File: src/rtl/gpio_pkg.sv
// Package: register addresses and the reset value of the direction register.
package gpio_pkg;
    typedef enum logic [1:0] {
        ADDR_DIR   = 2'd0,
        ADDR_PORT  = 2'd1,
        ADDR_LATCH = 2'd2,
        ADDR_NONE  = 2'd3
    } gpio_addr_e;

    localparam logic DIR_INPUT = 1'b1;
endpackage

File: src/rtl/gpio_sync.sv
// Two-flop synchroniser for pad inputs.
// Assumes pad inputs are asynchronous to clk and that each bit is independent.
module gpio_sync #(
    parameter int WIDTH = 8
) (
    input  logic             clk,
    input  logic             rst_n,
    input  logic [WIDTH-1:0] async_in,
    output logic [WIDTH-1:0] sync_out
);
    logic [WIDTH-1:0] stage1;

    // Two register stages per bit, cleared by reset.
    always_ff @(posedge clk) begin
        if (!rst_n) begin
            stage1   <= '0;
            sync_out <= '0;
        end else begin
            stage1   <= async_in;
            sync_out <= stage1;
        end
    end
endmodule

File: src/rtl/gpio_bit.sv
// One pad bit: direction flop and output latch flop, plus pad drive.
// Assumes the write strobes are already decoded.
// An unimplemented bit (IMPL = 0) keeps constant state and never drives the pad.
module gpio_bit #(
    parameter bit IMPL = 1'b1
) (
    input  logic clk,
    input  logic rst_n,
    input  logic wr_dir,
    input  logic wr_lat,
    input  logic wdata,
    output logic dir_q,
    output logic lat_q,
    output logic oe,
    output logic dout
);
    import gpio_pkg::*;

    generate
        if (IMPL) begin : g_impl
            // Direction flop: resets to input.
            always_ff @(posedge clk) begin
                if (!rst_n)      dir_q <= DIR_INPUT;
                else if (wr_dir) dir_q <= wdata;
            end
            // Output latch: loaded by a port or latch write.
            always_ff @(posedge clk) begin
                if (!rst_n)      lat_q <= 1'b0;
                else if (wr_lat) lat_q <= wdata;
            end
            // Pad drive: enabled when the direction bit is 0.
            always_comb begin
                oe   = ~dir_q;
                dout = lat_q;
            end
        end else begin : g_absent
            // Absent bit: constant state, pad left idle.
            always_comb begin
                dir_q = 1'b0;
                lat_q = 1'b0;
                oe    = 1'b0;
                dout  = 1'b0;
            end
        end
    endgenerate
endmodule

File: src/rtl/gpio_regs.sv
// Bus decode and registered read mux.
// Assumes a single-cycle bus and that reads and writes are not aligned to any other timing.
module gpio_regs #(
    parameter int WIDTH = 8
) (
    input  logic             clk,
    input  logic             rst_n,
    input  logic [1:0]       bus_addr,
    input  logic             bus_we,
    input  logic             bus_re,
    input  logic [WIDTH-1:0] impl_mask,
    input  logic [WIDTH-1:0] dir_v,
    input  logic [WIDTH-1:0] lat_v,
    input  logic [WIDTH-1:0] pin_v,
    output logic             wr_dir,
    output logic             wr_lat,
    output logic [WIDTH-1:0] rd_data
);
    import gpio_pkg::*;

    logic [WIDTH-1:0] rd_next;

    // Write strobe decode: the port and latch addresses share one strobe.
    always_comb begin
        wr_dir = bus_we && (bus_addr == ADDR_DIR);
        wr_lat = bus_we && ((bus_addr == ADDR_PORT) || (bus_addr == ADDR_LATCH));
    end

    // Read source select, masked to the implemented bits.
    always_comb begin
        unique case (gpio_addr_e'(bus_addr))
            ADDR_DIR:   rd_next = dir_v & impl_mask;
            ADDR_PORT:  rd_next = pin_v & impl_mask;
            ADDR_LATCH: rd_next = lat_v & impl_mask;
            default:    rd_next = '0;
        endcase
    end

    // Registered read data: updated on a read, otherwise held.
    always_ff @(posedge clk) begin
        if (!rst_n)      rd_data <= '0;
        else if (bus_re) rd_data <= rd_next;
    end

    // no unimplemented bit ever reads as 1.
    a_r7_rd_masked: assert property (@(posedge clk) disable iff (!rst_n)
        (rd_data & ~impl_mask) == '0);
    // a read of the unused address returns zero.
    a_r9_unused_zero: assert property (@(posedge clk) disable iff (!rst_n)
        (bus_re && bus_addr == 2'd3) |=> rd_data == '0);
    // the read data changes only on the cycle after a read.
    a_r4_rd_hold: assert property (@(posedge clk) disable iff (!rst_n)
        !bus_re |=> $stable(rd_data));
endmodule

File: src/rtl/gpio_port.sv
// Top of the GPIO port.
// Assumes IMPL_MASK is fixed at build time. Bits outside the mask are absent.
module gpio_port #(
    parameter int          WIDTH     = 8,
    parameter logic [WIDTH-1:0] IMPL_MASK = 8'h7F
) (
    input  logic             clk,
    input  logic             rst_n,
    input  logic [1:0]       bus_addr,
    input  logic             bus_we,
    input  logic             bus_re,
    input  logic [WIDTH-1:0] bus_wdata,
    output logic [WIDTH-1:0] rd_data,
    input  logic [WIDTH-1:0] pad_in,
    output logic [WIDTH-1:0] pad_oe,
    output logic [WIDTH-1:0] pad_out
);
    localparam logic [WIDTH-1:0] MASK = IMPL_MASK;

    logic             wr_dir, wr_lat;
    logic [WIDTH-1:0] dir_v, lat_v, pin_v;

    gpio_sync #(.WIDTH(WIDTH)) u_sync (
        .clk(clk), .rst_n(rst_n), .async_in(pad_in), .sync_out(pin_v)
    );

    gpio_regs #(.WIDTH(WIDTH)) u_regs (
        .clk(clk), .rst_n(rst_n), .bus_addr(bus_addr), .bus_we(bus_we),
        .bus_re(bus_re), .impl_mask(MASK), .dir_v(dir_v), .lat_v(lat_v),
        .pin_v(pin_v), .wr_dir(wr_dir), .wr_lat(wr_lat), .rd_data(rd_data)
    );

    // One bit cell per pad. The mask decides whether the cell is built.
    generate
        for (genvar i = 0; i < WIDTH; i++) begin : g_bit
            gpio_bit #(.IMPL(MASK[i])) u_bit (
                .clk(clk), .rst_n(rst_n), .wr_dir(wr_dir), .wr_lat(wr_lat),
                .wdata(bus_wdata[i]), .dir_q(dir_v[i]), .lat_q(lat_v[i]),
                .oe(pad_oe[i]), .dout(pad_out[i])
            );
        end
    endgenerate

    // absent pads are never driven.
    a_r7_pad_idle: assert property (@(posedge clk) disable iff (!rst_n)
        ((pad_oe | pad_out) & ~MASK) == '0);
    // a latch-path write shows on the pad data on the next cycle.
    a_r3_latch_load: assert property (@(posedge clk) disable iff (!rst_n)
        (bus_we && (bus_addr == 2'd1 || bus_addr == 2'd2)) |=> pad_out == ($past(bus_wdata) & MASK));
    // the pad enable follows a direction write.
    a_r6_dir_load: assert property (@(posedge clk) disable iff (!rst_n)
        (bus_we && bus_addr == 2'd0) |=> pad_oe == (~$past(bus_wdata) & MASK));
    // a write to the unused address leaves the pads unchanged.
    a_r9_unused_wr: assert property (@(posedge clk) disable iff (!rst_n)
        (bus_we && bus_addr == 2'd3) |=> ($stable(pad_oe) && $stable(pad_out)));
endmodule

File: config.mk
export PLATFORM = sky130hd
export DESIGN_NAME = gpio_port
export DESIGN_NICKNAME = d
export VERILOG_FILES = /design/src/rtl/gpio_pkg.sv /design/src/rtl/gpio_sync.sv /design/src/rtl/gpio_bit.sv /design/src/rtl/gpio_regs.sv /design/src/rtl/gpio_port.sv
export SDC_FILE = /design/constraint.sdc
export NUM_CORES = 1
export LEC_CHECK = 0
export CORE_AREA = 2 2 59 61
export CTS_BUF_LIST = sky130_fd_sc_hd__clkbuf_4 sky130_fd_sc_hd__clkbuf_8
export DETAILED_ROUTE_END_ITERATION = 8
export DIE_AREA = 0 0 61 63
export GPL_ROUTABILITY_DRIVEN = 0
export GPL_TIMING_DRIVEN = 0
export PLACE_DENSITY = 0.8
export SYNTH_ARGS = -nofsm -noshare
export SYNTH_HDL_FRONTEND = slang
export SYNTH_SLANG_ARGS = --single-unit
File: constraint.sdc
create_clock -name clk -period 1.6 [get_ports clk]
set_clock_uncertainty 0.15 [all_clocks]
set_input_delay 0.24 -clock clk [delete_from_list [all_inputs] [get_ports clk]]
set_output_delay 0.24 -clock clk [all_outputs]
set_load 0.02 [all_outputs]
-- Yosys cells after proc, flatten, opt, wreduce, memory -nomap -nowiden
Cells that the tools add are included.
- word-level logic and storage cells: 31
- register bits: 36
- output and inout port bits: 24
- input port bits: 22
- reduce and logical (&&, ||, !) cells: 4
- equal/unequal tests: 2
- bitwise gates (word level): 7
- muxes and demuxes: 1
- operators by type and width (kind ; number):
    $pmux 7 s3 ; 1
    $not 1->1 ; 7
    $eq 2x1->1 const B ; 1
    $eq 2x2->1 const B ; 1
    $logic_and 1x1->1 ; 2
    $logic_not 2->1 ; 1
    $logic_or 1x1->1 ; 1

-- Logic depth before layout (Yosys ltp)
- word-level depth: 3
- gate-level depth with buffers: 5
- mapped depth without buffers: 4

-- Modules after synthesis
A second synthesis with hierarchy kept.
- cells, all modules: 150
- area, all modules: 1542.7 um^2
- by module, submodules not included (module ; cells an instance ; area each (um^2) ; seq. area each (um^2) ; times used):
    gpio_bit (g_bit[0].u_bit ...) ; 8 ; 78.8 ; 40.0 ; 7
    gpio_regs ; 54 ; 503.0 ; 160.2 ; 1
    gpio_sync ; 33 ; 446.7 ; 320.3 ; 1
    gpio_bit (g_bit[7].u_bit) ; 5 ; 33.8 ; 0.0 ; 1
    gpio_port ; 2 ; 7.5 ; 0.0 ; 1

-- Worst setup path after synthesis
Ideal clock, no wire load.
- path type: input to register
- start point: in bus_addr[0]
- end point: reg g_bit[0].u_bit.lat_q
- stages: 5
- required time: 1.380 ns
- setup time: 0.070 ns
- arrival time: 1.081 ns
- buffers on the path: 1
- setup slack: 0.299 ns
- cell sequence: inv_1 > ha_1 > buf_2 > a21bo_2 > a21oi_1
- word-level cells in the longest chain between the ends: 3
- elaborated cells on any way between the ends: 4
- those cells by class: 2 x eq/ne; 2 x reduce/logical
- ends and longest elaborated chain (element ; line ; source):
    start: declaration ; gpio_port.sv:9 ; input logic [1:0] bus_addr,
    $eq 2x1->1 or $eq 2x2->1 (tied branches) ; gpio_regs.sv:26 ; wr_lat = bus_we && ((bus_addr == ADDR_PORT) || (bus_addr == ADDR_LATCH));
    $logic_or 1x1->1 * ; gpio_regs.sv:26 ;
    $logic_and 1x1->1 * ; gpio_regs.sv:26 ;
    end signal: assignment ; gpio_bit.sv:29 ; else if (wr_lat) lat_q <= wdata;
    end: declaration ; gpio_bit.sv:13 ; output logic lat_q,
Mark *: on every way between the ends. The rest lies on a longest branch, timed or not.
A chain may end at the register's enable or synchronous reset.

-- Worst setup path after layout
- start point: reg g_bit[2].u_bit.lat_q
- end point: out pad_out[2]
- RTL lines (element ; line ; source):
    start: declaration ; gpio_bit.sv:13 ;
    start signal: assignment ; gpio_bit.sv:29 ;
    end: declaration ; gpio_port.sv:16 ; output logic [WIDTH-1:0] pad_out
No word-level cell between the ends.

==> results.py <==
metrics = {
    "place": {
        "portBuffers": 39,
        "place_area_um2": 1960,
        "dp_hpwl_um": 2370,
        "post-place-ws_ns": -0.444,
    },
    "timing": {
        "fmax_mhz": 639,
        "hold_viol": 0,
        "finalWorstSetupSlack_ns": 0.0362,
        "period_share_pct": 97.7,
        "period_minus_slack_ns": 1.56,
        "slew_viol_final": 0,
        "setup_viol": 0,
        "rsz0062_at_grt": "false",
        "finalSetupTns_ns": 0,
    },
    "synth": {
        "syn_inst": 147,
        "ys_seq_area_share_pct": 46.7,
        "synth_most_common_cell": "dfxtp_1",
        "synth.avg_cell_area_um2": 10.2,
        "ys_warn_count": 0,
        "ys_top_cells_by_count": "35 x dfxtp_1, 18 x buf_4, 14 x and2_1, 9 x inv_1, 8 x nand3b_1",
        "synthDistinctLibCells": 18,
        "synth_area_leader_cell": "dfxtp_1",
        "syn_area_um2": 1500,
        "yosys_most_used_dff": "dfxtp_1",
        "synth_seq_cells": 35,
        "synth-edff-count": 0,
        "synth_top_area_share_pct": 46.7,
        "synthArstFlopShare_pct": 0,
        "yosys-top-cells-area": "dfxtp_1 47%, buf_4 9.0%, and2_1 5.8%, a21bo_2 4.7%, a222oi_1 4.7%",
    },
    "grt": {
        "antenna_found_initial": 0,
        "grt-ovfl-total": 0,
        "first_global_vias": 1130,
        "grt_max_degree": 13,
        "grt_first_pass_wirelength_um": 5020,
        "track_usage_pct": 17.7,
    },
    "routing": {
        "vias": 1196,
        "viasPerCell": 4.94,
        "wl_per_cell_um": 13.3,
        "drc": 0,
        "wl_um": 3210,
        "drtPass1Iterations": 5,
        "antenna_left": 0,
        "first_iter_violations": 77,
    },
    "min_path": {
        "min_path_cells": 3,
        "holdPathEnd": "g_bit[4].u_bit.dout",
        "min_path_type": "primary input to flip-flop",
        "holdCritStartpoint": "bus_we",
    },
    "power": {
        "p_sw_share_pct": 25.4,
        "power.internal_mw": 1.41,
        "clockPowerShare_pct": 33.9,
        "p_leak_nw": 0.950,
        "p_per_area_nw_per_um2": 927,
        "pwr-share-seq_pct": 49.8,
        "p_comb_share_pct": 16.3,
        "netSwitchingPower_mw": 0.480,
        "power_mw": 1.89,
        "vdd_drop_max_v": 0.000559,
    },
    "worst_setup_path": {
        "critical_path_arrival_ns": 1.17,
        "critPathCaptureType": "output pin",
        "crit_fanout": 3,
        "r2r-start": "g_bit[3].u_bit.dir_q",
        "reg2regPathDepth": 2,
        "slowest_stage": "dfxtp_1",
        "reg2reg_slack_ns": 0.50,
        "startpoint_type": "flip-flop",
        "path_cells": "buf_4 -> dlygate4sd2_1",
        "critPathKind": "flip-flop to output pin",
        "cp.required_ns": 1.21,
        "timing.rr.end": "u_regs.rd_data[3]",
        "slowest_delay_ns": 0.39,
    },
    "layout": {
        "multi_input_area_um2": 589,
        "fin_util_pct": 63.1,
        "n_fill_cell": 284,
        "seq_area_um2": 708,
        "nets": 221,
        "syn2layout_area_growth_pct": 35.9,
        "design_area_um2": 2040,
        "drive_above_1_share_pct": 26.0,
        "n_antenna_cell": 0,
    },
    "clock_network": {
        "root_buffer": "clkbuf_4",
        "ctsHoldBuffers": 0,
        "cts.sinks": 35,
        "insertion_delay_ns": 0.35,
        "htreeDepth": 2,
        "cts_max_path_buffers": 2,
        "post_cts_buffers": 0,
        "cts_tree": "built",
        "clk_pin_slew_ns": 0.12,
        "numCtsBuffers": 5,
    },
    "run": {
        "timing.max_cap.violations": 0,
    },
    "floorplanning": {
        "die-width_um": 61,
        "io_pins": 46,
        "die_area_um2": 3840,
        "core_area_um2": 3230,
        "initial_core_util_pct": 46.4,
        "rows": 21,
        "die_h_um": 63,
    },
    "run_status": {
        "status": "finished, final reports clean",
    },
}
[cell type report]
type,instances,area share (%)
inverters,10,1.84
multi-input cells,78,28.9
clock buffers,5,1.84
flip-flops and latches,35,34.7
repair buffers,39,18.1
clock inverters,3,2.15
plain buffers,26,9.58
well taps,46,2.82
[worst max-delay path: cells and delay by family (launching register included)]
family                 cells  cell delay (ns)
DFF                        1             0.39
buffers and inverters      2             0.44
[cell usage in the layout, fill, tap and decap left out, drive strengths merged, types with 8 or more instances in the layout]
cell type,synthesis,final
clkdlybuf4s50,0,16
nand3b,8,8
and2,14,14
buf,25,26
clkbuf,1,8
dlygate4sd2,0,11
inv,10,10
dfxtp,35,35
[metal layers]
metal	global-route usage, %	routed length [um]	vias to the layer above
met5	0	0	-
met4	6.52	57	0
met3	6.21	224	6
li1	-	-	594
met1	20.8	1300	551
met2	28.9	1630	45
[power by group through the flow]
stage          registers, mW  logic, mW  clock network [mW]
2_1_floorplan          0.958      0.182                   0
3_3_place_gp           0.957      0.310                   0
3_5_place_dp           0.959      0.318                   0
4_1_cts                0.939      0.306               0.649
5_1_grt                0.944      0.333               0.683
6_report               0.940      0.308               0.641
[timing repair]
item / 4_1_cts / 5_1_grt
pin swaps: 2 / 2
setup endpoints to repair: 27 / 15
gates resized for setup: 28 / 16
[cells by family after synthesis]
| kind of cell | synth area share (%) |
|---|---|
| other | 0.250 |
| and+or+nand+nor | 12.2 |
| DFF | 46.7 |
| AOI/OAI and AO/OA | 22.2 |
| buffers and inverters | 15.3 |
| adders and majority gates | 3.34 |
[sequential cells by signal (all words and copies together) (netlist names)]
| register | cells |
|---|---|
| u_regs.rd_data | 7 |
| g_bit.u_bit.dout | 7 |
| g_bit.u_bit.dir_q | 7 |
| u_sync.stage1 | 7 |
| u_sync.sync_out | 7 |
[through the flow]
step           hold WS (ns)  cells
2_1_floorplan         0.217    149
3_3_place_gp          0.266    234
3_5_place_dp          0.270    234
4_1_cts              0.0569    242
5_1_grt              0.0736    242
6_report             0.0724    242
[worst max-delay path by stage]
stage	start	to	slack, ns
global route	g_bit[5].u_bit.dout	pad_out[5]	0.001
global placement	bus_addr[0]	u_regs.rd_data[4]	-0.41
finish	g_bit[2].u_bit.dout	pad_out[2]	0.04
CTS	g_bit[3].u_bit.dir_q	pad_oe[3]	0.001
floorplan	bus_addr[0]	g_bit[0].u_bit.dout	0.30
detailed placement	bus_addr[0]	g_bit[0].u_bit.dout	-0.44
No activity file was read; power rests on OpenSTA's default activity.
